===== src/rtl/tct_pkg.sv =====
package tct_pkg;

    typedef enum logic [1:0] {
        ST_HUNT    = 2'd0,
        ST_CAPTURE = 2'd1,
        ST_COMMIT  = 2'd2
    } frm_state_t;

    localparam int ADDR_W = 3;

    localparam logic [ADDR_W-1:0] RA_TAG0 = 3'd0;
    localparam logic [ADDR_W-1:0] RA_PAY0 = 3'd1;
    localparam logic [ADDR_W-1:0] RA_TAG1 = 3'd2;
    localparam logic [ADDR_W-1:0] RA_PAY1 = 3'd3;
    localparam logic [ADDR_W-1:0] RA_STAT = 3'd4;
    localparam logic [ADDR_W-1:0] RA_PPS  = 3'd5;

endpackage


===== src/rtl/tct_sync_det.sv =====
module tct_sync_det #(
    parameter int                  SYNC_LEN = 11,
    parameter logic [SYNC_LEN-1:0] SYNC_PAT = 11'b11100010010
) (
    input  logic clk,
    input  logic rst_n,
    input  logic vld_i,
    input  logic bit_i,
    output logic hit_o
);

    localparam int FILL_W = $clog2(SYNC_LEN + 1);

    logic [SYNC_LEN-1:0] win_q;
    logic [SYNC_LEN-1:0] win_nx;
    logic [FILL_W-1:0]   fill_q;
    logic                full;

    assign win_nx = {win_q[SYNC_LEN-2:0], bit_i};
    assign full   = (fill_q >= FILL_W'(SYNC_LEN - 1));
    assign hit_o  = vld_i && full && (win_nx == SYNC_PAT);

    always_ff @(posedge clk) begin
        if (!rst_n) begin
            win_q  <= '0;
            fill_q <= '0;
        end else if (vld_i) begin
            win_q <= win_nx;
            if (!full) begin
                fill_q <= fill_q + 1'b1;
            end
        end
    end

endmodule


===== src/rtl/tct_frame_fsm.sv =====
module tct_frame_fsm
    import tct_pkg::*;
#(
    parameter int PAY_W = 32,
    parameter int CNT_W = 32
) (
    input  logic             clk,
    input  logic             rst_n,
    input  logic             vld_i,
    input  logic             bit_i,
    input  logic             hit_i,
    input  logic [CNT_W-1:0] cnt_i,
    output logic             commit_o,
    output logic [CNT_W-1:0] tag_o,
    output logic [PAY_W-1:0] pay_o
);

    localparam int BC_W = (PAY_W > 1) ? $clog2(PAY_W) : 1;

    frm_state_t       st_q;
    frm_state_t       st_nx;
    logic [BC_W-1:0]  bit_q;
    logic [PAY_W-1:0] pay_q;
    logic [CNT_W-1:0] tag_q;
    logic             last_bit;

    assign last_bit = (bit_q == BC_W'(PAY_W - 1));

    // state register
    always_ff @(posedge clk) begin
        if (!rst_n) begin
            st_q <= ST_HUNT;
        end else begin
            st_q <= st_nx;
        end
    end

    // transitions
    always_comb begin
        st_nx = st_q;
        unique case (st_q)
            ST_HUNT: begin
                if (hit_i) st_nx = ST_CAPTURE;
            end
            ST_CAPTURE: begin
                if (hit_i)                  st_nx = ST_CAPTURE;
                else if (vld_i && last_bit) st_nx = ST_COMMIT;
            end
            ST_COMMIT: begin
                st_nx = hit_i ? ST_CAPTURE : ST_HUNT;
            end
            default: st_nx = ST_HUNT;
        endcase
    end

    // capture datapath
    always_ff @(posedge clk) begin
        if (!rst_n) begin
            bit_q <= '0;
            pay_q <= '0;
            tag_q <= '0;
        end else if (hit_i) begin
            tag_q <= cnt_i;
            bit_q <= '0;
        end else if ((st_q == ST_CAPTURE) && vld_i) begin
            pay_q <= {pay_q[PAY_W-2:0], bit_i};
            bit_q <= bit_q + 1'b1;
        end
    end

    // outputs
    always_comb begin
        commit_o = (st_q == ST_COMMIT);
        tag_o    = tag_q;
        pay_o    = pay_q;
    end

endmodule


===== src/rtl/tct_rec_store.sv =====
module tct_rec_store #(
    parameter int TAG_W = 32,
    parameter int PAY_W = 32
) (
    input  logic                  clk,
    input  logic                  rst_n,
    input  logic                  wr_i,
    input  logic [TAG_W-1:0]      tag_i,
    input  logic [PAY_W-1:0]      pay_i,
    output logic [1:0][TAG_W-1:0] tag_o,
    output logic [1:0][PAY_W-1:0] pay_o,
    output logic [1:0]            vld_o,
    output logic                  newest_o
);

    localparam int SLOTS = 2;

    logic newest_q;
    logic wr_sel;

    assign wr_sel   = ~newest_q;
    assign newest_o = newest_q;

    always_ff @(posedge clk) begin
        if (!rst_n) begin
            newest_q <= 1'b1;
        end else if (wr_i) begin
            newest_q <= wr_sel;
        end
    end

    for (genvar g = 0; g < SLOTS; g++) begin : g_slot
        always_ff @(posedge clk) begin
            if (!rst_n) begin
                tag_o[g] <= '0;
                pay_o[g] <= '0;
                vld_o[g] <= 1'b0;
            end else if (wr_i && (wr_sel == 1'(g))) begin
                tag_o[g] <= tag_i;
                pay_o[g] <= pay_i;
                vld_o[g] <= 1'b1;
            end
        end
    end

endmodule


===== src/rtl/tct_pps_latch.sv =====
module tct_pps_latch #(
    parameter int CNT_W = 32
) (
    input  logic             clk,
    input  logic             rst_n,
    input  logic             pps_i,
    input  logic [CNT_W-1:0] cnt_i,
    output logic [CNT_W-1:0] pps_cnt_o
);

    logic s1_q;
    logic s2_q;
    logic s3_q;
    logic rise;

    assign rise = s2_q & ~s3_q;

    always_ff @(posedge clk) begin
        if (!rst_n) begin
            s1_q      <= 1'b0;
            s2_q      <= 1'b0;
            s3_q      <= 1'b0;
            pps_cnt_o <= '0;
        end else begin
            s1_q <= pps_i;
            s2_q <= s1_q;
            s3_q <= s2_q;
            if (rise) begin
                pps_cnt_o <= cnt_i;
            end
        end
    end

endmodule


===== src/rtl/tc_tagger.sv =====
module tc_tagger
    import tct_pkg::*;
#(
    parameter int                  DATA_W   = 32,
    parameter int                  CNT_W    = 32,
    parameter int                  PAY_W    = 32,
    parameter int                  SYNC_LEN = 11,
    parameter logic [SYNC_LEN-1:0] SYNC_PAT = 11'b11100010010
) (
    input  logic              clk,
    input  logic              rst_n,
    input  logic              smp_vld,
    input  logic              tc_bit,
    input  logic              pps_in,
    input  logic [ADDR_W-1:0] rd_addr,
    output logic [DATA_W-1:0] rd_data
);

    logic [CNT_W-1:0]      smp_cnt_q;
    logic                  hit;
    logic                  rec_wr;
    logic [CNT_W-1:0]      rec_tag;
    logic [PAY_W-1:0]      rec_pay;
    logic [1:0][CNT_W-1:0] tag_s;
    logic [1:0][PAY_W-1:0] pay_s;
    logic [1:0]            vld_s;
    logic                  newest;
    logic [CNT_W-1:0]      pps_cnt;
    logic [DATA_W-1:0]     rd_nx;

    always_ff @(posedge clk) begin
        if (!rst_n) begin
            smp_cnt_q <= '0;
        end else if (smp_vld) begin
            smp_cnt_q <= smp_cnt_q + 1'b1;
        end
    end

    tct_sync_det #(
        .SYNC_LEN(SYNC_LEN),
        .SYNC_PAT(SYNC_PAT)
    ) u_sync (
        .clk  (clk),
        .rst_n(rst_n),
        .vld_i(smp_vld),
        .bit_i(tc_bit),
        .hit_o(hit)
    );

    tct_frame_fsm #(
        .PAY_W(PAY_W),
        .CNT_W(CNT_W)
    ) u_fsm (
        .clk     (clk),
        .rst_n   (rst_n),
        .vld_i   (smp_vld),
        .bit_i   (tc_bit),
        .hit_i   (hit),
        .cnt_i   (smp_cnt_q),
        .commit_o(rec_wr),
        .tag_o   (rec_tag),
        .pay_o   (rec_pay)
    );

    tct_rec_store #(
        .TAG_W(CNT_W),
        .PAY_W(PAY_W)
    ) u_store (
        .clk     (clk),
        .rst_n   (rst_n),
        .wr_i    (rec_wr),
        .tag_i   (rec_tag),
        .pay_i   (rec_pay),
        .tag_o   (tag_s),
        .pay_o   (pay_s),
        .vld_o   (vld_s),
        .newest_o(newest)
    );

    tct_pps_latch #(
        .CNT_W(CNT_W)
    ) u_pps (
        .clk      (clk),
        .rst_n    (rst_n),
        .pps_i    (pps_in),
        .cnt_i    (smp_cnt_q),
        .pps_cnt_o(pps_cnt)
    );

    always_comb begin
        rd_nx = '0;
        case (rd_addr)
            RA_TAG0: rd_nx = DATA_W'(tag_s[0]);
            RA_PAY0: rd_nx = DATA_W'(pay_s[0]);
            RA_TAG1: rd_nx = DATA_W'(tag_s[1]);
            RA_PAY1: rd_nx = DATA_W'(pay_s[1]);
            RA_STAT: rd_nx = DATA_W'({vld_s[1], vld_s[0], newest});
            RA_PPS:  rd_nx = DATA_W'(pps_cnt);
            default: rd_nx = '0;
        endcase
    end

    always_ff @(posedge clk) begin
        if (!rst_n) begin
            rd_data <= '0;
        end else begin
            rd_data <= rd_nx;
        end
    end

endmodule


===== config.mk =====
export PLATFORM = sky130hd
export DESIGN_NAME = tc_tagger
export DESIGN_NICKNAME = d
export VERILOG_FILES = /design/src/rtl/tct_pkg.sv /design/src/rtl/tct_sync_det.sv /design/src/rtl/tct_frame_fsm.sv /design/src/rtl/tct_rec_store.sv /design/src/rtl/tct_pps_latch.sv /design/src/rtl/tc_tagger.sv
export SDC_FILE = /design/constraint.sdc
export NUM_CORES = 1
export LEC_CHECK = 0
export BUFFER_PORTS_ARGS = -buffer_cell sky130_fd_sc_hd__buf_4
export CORE_MARGIN = 2
export CORE_UTILIZATION = 45
export CTS_CLUSTER_SIZE = 12
export DETAILED_ROUTE_END_ITERATION = 7
export SYNTH_ARGS = -nofsm -noshare
export SYNTH_HDL_FRONTEND = slang
export SYNTH_SLANG_ARGS = --single-unit

===== constraint.sdc =====
create_clock -name clk -period 3 [get_ports clk]
set_input_delay 0.75 -clock clk [delete_from_list [all_inputs] [get_ports clk]]
set_output_delay 0.75 -clock clk [all_outputs]
set_load 0.05 [all_outputs]

==> run summary <==
Status = finished, final reports clean
Routed WL = 31900 um
Tmin final = 2190 ps
Max cap viols = 0
Mapped Area = 12200 um^2
Top cell type by total area after synthesis = dfxtp_1
Worst path max stage delay = 690 ps
Critical path endpoint category = register
IO Count = 40
Layout cells sized above 1 = 11.4%
Logic gate share of total power = 2.8%
Final ANT Viol Nets = 0
CTS Buf Count = 35
Most numerous cell in the Yosys netlist = nand2_1
Global-route wire length before repair = 51000 um
Core area = 26700 um^2
Die height = 168 um
Layout area overhead = 14.2%
Clk slew on worst S/H paths = 60 ps
TritonCTS clock tree = yes
Clock power share = 48.5%
Max-Slew Margin vs Limit = 36.0%
CP Cell Sequence = nand4_1 > or4_1 > or4_1 > a21oi_1
Net Count, Synth = 1436
Fin Clk Skew = 5.77 ps
Switching Share = 21.2%
Total grt overflow = 0
Final period util = 73.2%
Fill cells = 2545
Post-synth cell types = 46
Final hold vios = 0
DRC Markers = 0
Max FO, Critical Path = 10
Clock sinks = 315
Synthesized flop and latch total = 315
# port buffers = 39
Row count = 60
Core Util, Final = 52.0%
Startpoint of the worst hold path = u_pps.s1_q$_SDFF_PN0_
Crit-path slowest cell = or4_1
Sequential fraction of the synthesis area = 51.9%
Drt wl/cell = 17.9 um
P_sw = 1.83 mW
CP Class = register to register
Gr usage total = 22.5%
Reg-to-Reg Start = smp_cnt_q[11]$_SDFFE_PN0P_
TNS Setup = 0 ps
Power Dens Cells = 621 nW/um^2
Initial Util = 45.5%
Bufs and invs on worst path = 0
Setup Fix Bufs, Post-CTS = 0
Post-synth ARST share = 0%
Worst VDD drop = 334 uV
Fin nets = 1435
DR pass1 iterations = 6
Worst Path Required = 3440 ps
Synth cell count leaders = nand2_1, dfxtp_1, a21oi_1, clkbuf_1, nor2_1
Antenna fix cells = 0
Initial antenna violation count = 0
Synth Flop Type = dfxtp_1
CTS root buffer = clkbuf_16
FF-to-FF End = smp_cnt_q[28]$_SDFFE_PN0P_
Hold Path Sink = u_pps.s2_q$_SDFF_PN0_
CP top delay family = simple AND/OR/NAND/NOR gates
Tightest Hold Check Type = register to register
Worst-case clock buffer depth = 3
Vias in the first global route = 9550
Number of DRC markers in iteration 0 = 802
DR vias/cell = 5.51
Synth Warn # = 0
Syn avg cell area = 8.54 um^2
RSZ-0062 raised after global routing = no
Worst Tran Pin Value = 958 ps
Via count = 9831
Worst EP arrival = 2630 ps
Most frequent CP cell = or4_1
Worst r2r path cells = 4
Startpoint types = register
DIE AREA = 28300 um^2
Final Slew Violations = 0
CTS hold repair buffers = 0
Area contributors post-synth = dfxtp_1, nand2_1, a21oi_1
H-tree depth = 2
Pwr Total = 8.63 mW
Leak Pwr = 4.64 nW
Internal = 6.80 mW
Largest net degree at the start of global routing = 66
Die width = 168 um
Maximum achievable frequency = 0.456 GHz
Pre-CTS setup slack = 353 ps
Placer Congestion = 0.776
Later-pin clock latency in the skew report = 500 ps
Yosys top cell area share = 51.9%
Syn Inst Count = 1423
Final setup fails = 0
Number of synthesized flops with an enable pin = 0
Sequential share of power = 48.7%
Reg2Reg Setup Slack = 810 ps
# resized after CTS = 0
Hold Path Stages = 1
Post-DP HPWL = 19200 um
Final WS setup = 805 ps
[through the flow]
step,instance area [um^2],instances,hold slack [ps]
6_report,13900,1783,441
3_3_place_gp,12800,1726,420
4_1_cts,13900,1783,441
5_1_grt,13900,1783,448
3_5_place_dp,12800,1726,428
2_1_floorplan,12200,1423,412
[cell type report]
| cell class | count | area [um^2] | share of cell area [%] |
|---|---|---|---|
| timing repair buffer | 71 | 596 | 4.29 |
| tap | 341 | 427 | 3.07 |
| multi-input combinational | 990 | 5400 | 38.9 |
| clock buffer | 54 | 1080 | 7.78 |
| sequential | 315 | 6310 | 45.4 |
| inverter | 9 | 38.8 | 0.279 |
| clock inverter | 3 | 42.5 | 0.306 |
[flip-flops by register name (all words and copies together) (netlist names), 4 cells and up]
name,count
rd_data,32
u_sync.win_q,10
u_store.tag_o,64
u_fsm.bit_q,5
u_store.pay_o,64
u_fsm.pay_o,32
u_fsm.tag_o,32
u_sync.fill_q,4
u_pps.pps_cnt_o,32
smp_cnt_q,32
[power groups by stage]
stage          combinational [mW]  sequential [mW]  clock, mW
2_1_floorplan               0.144             4.29          0
3_3_place_gp                0.239             4.29          0
3_5_place_dp                0.240             4.29          0
4_1_cts                     0.241             4.20       4.28
5_1_grt                     0.261             4.20       4.44
6_report                    0.241             4.20       4.19
[worst max path at each step]
| stage | slack (ps) | from | cells after the start | endpoint |
|---|---|---|---|---|
| finish | 810 | smp_cnt_q[11]$_SDFFE_PN0P_ | 4 | smp_cnt_q[28]$_SDFFE_PN0P_ |
| global route | 660 | smp_cnt_q[11]$_SDFFE_PN0P_ | 4 | smp_cnt_q[20]$_SDFFE_PN0P_ |
| CTS | 810 | smp_cnt_q[11]$_SDFFE_PN0P_ | 4 | smp_cnt_q[28]$_SDFFE_PN0P_ |
| detailed placement | 350 | tc_bit | 6 | u_fsm.bit_q[0]$_SDFFE_PP0P_ |
| global placement | 390 | tc_bit | 6 | u_fsm.st_q[1]$_SDFFE_PN0P_ |
| floorplan | 470 | smp_vld | 8 | u_fsm.pay_o[10]$_SDFFE_PN0P_ |
[cells by family after synthesis]
logic type      share of synthesized area (%)
compound gates                           14.1
buf+inv                                  3.92
fa+ha+maj                               0.515
simple gates                             20.4
flops                                    51.9
mux                                      8.09
xor+xnor                                 1.08
[placed cells by master (no fill, tap or decap), types with 17 or more instances in the layout]
master / synthesis / final
nor2_1: 60 / 58
buf_4: 0 / 66
nand2_1: 437 / 437
clkbuf_16: 0 / 37
mux2_2: 24 / 24
a22oi_1: 30 / 30
nand4_1: 17 / 17
mux2i_1: 51 / 51
a21oi_1: 217 / 217
dfxtp_1: 315 / 315
[worst reg2reg max path, cell delays in order, from the launching register on]
cell,delay (ps)
dfxtp_1,490
nand4_1,250
or4_1,690
or4_1,550
a21oi_1,140
[routing by layer]
metal  global-route usage [%]  share of wire, %  vias up
li1                         -                 -     4841
met1                     29.5                45     4718
met2                     38.5                48      217
met3                     2.82               3.8       55
met4                     7.68               2.8        0
met5                        0                 0        -
Power figures use the tool's default switching activity.
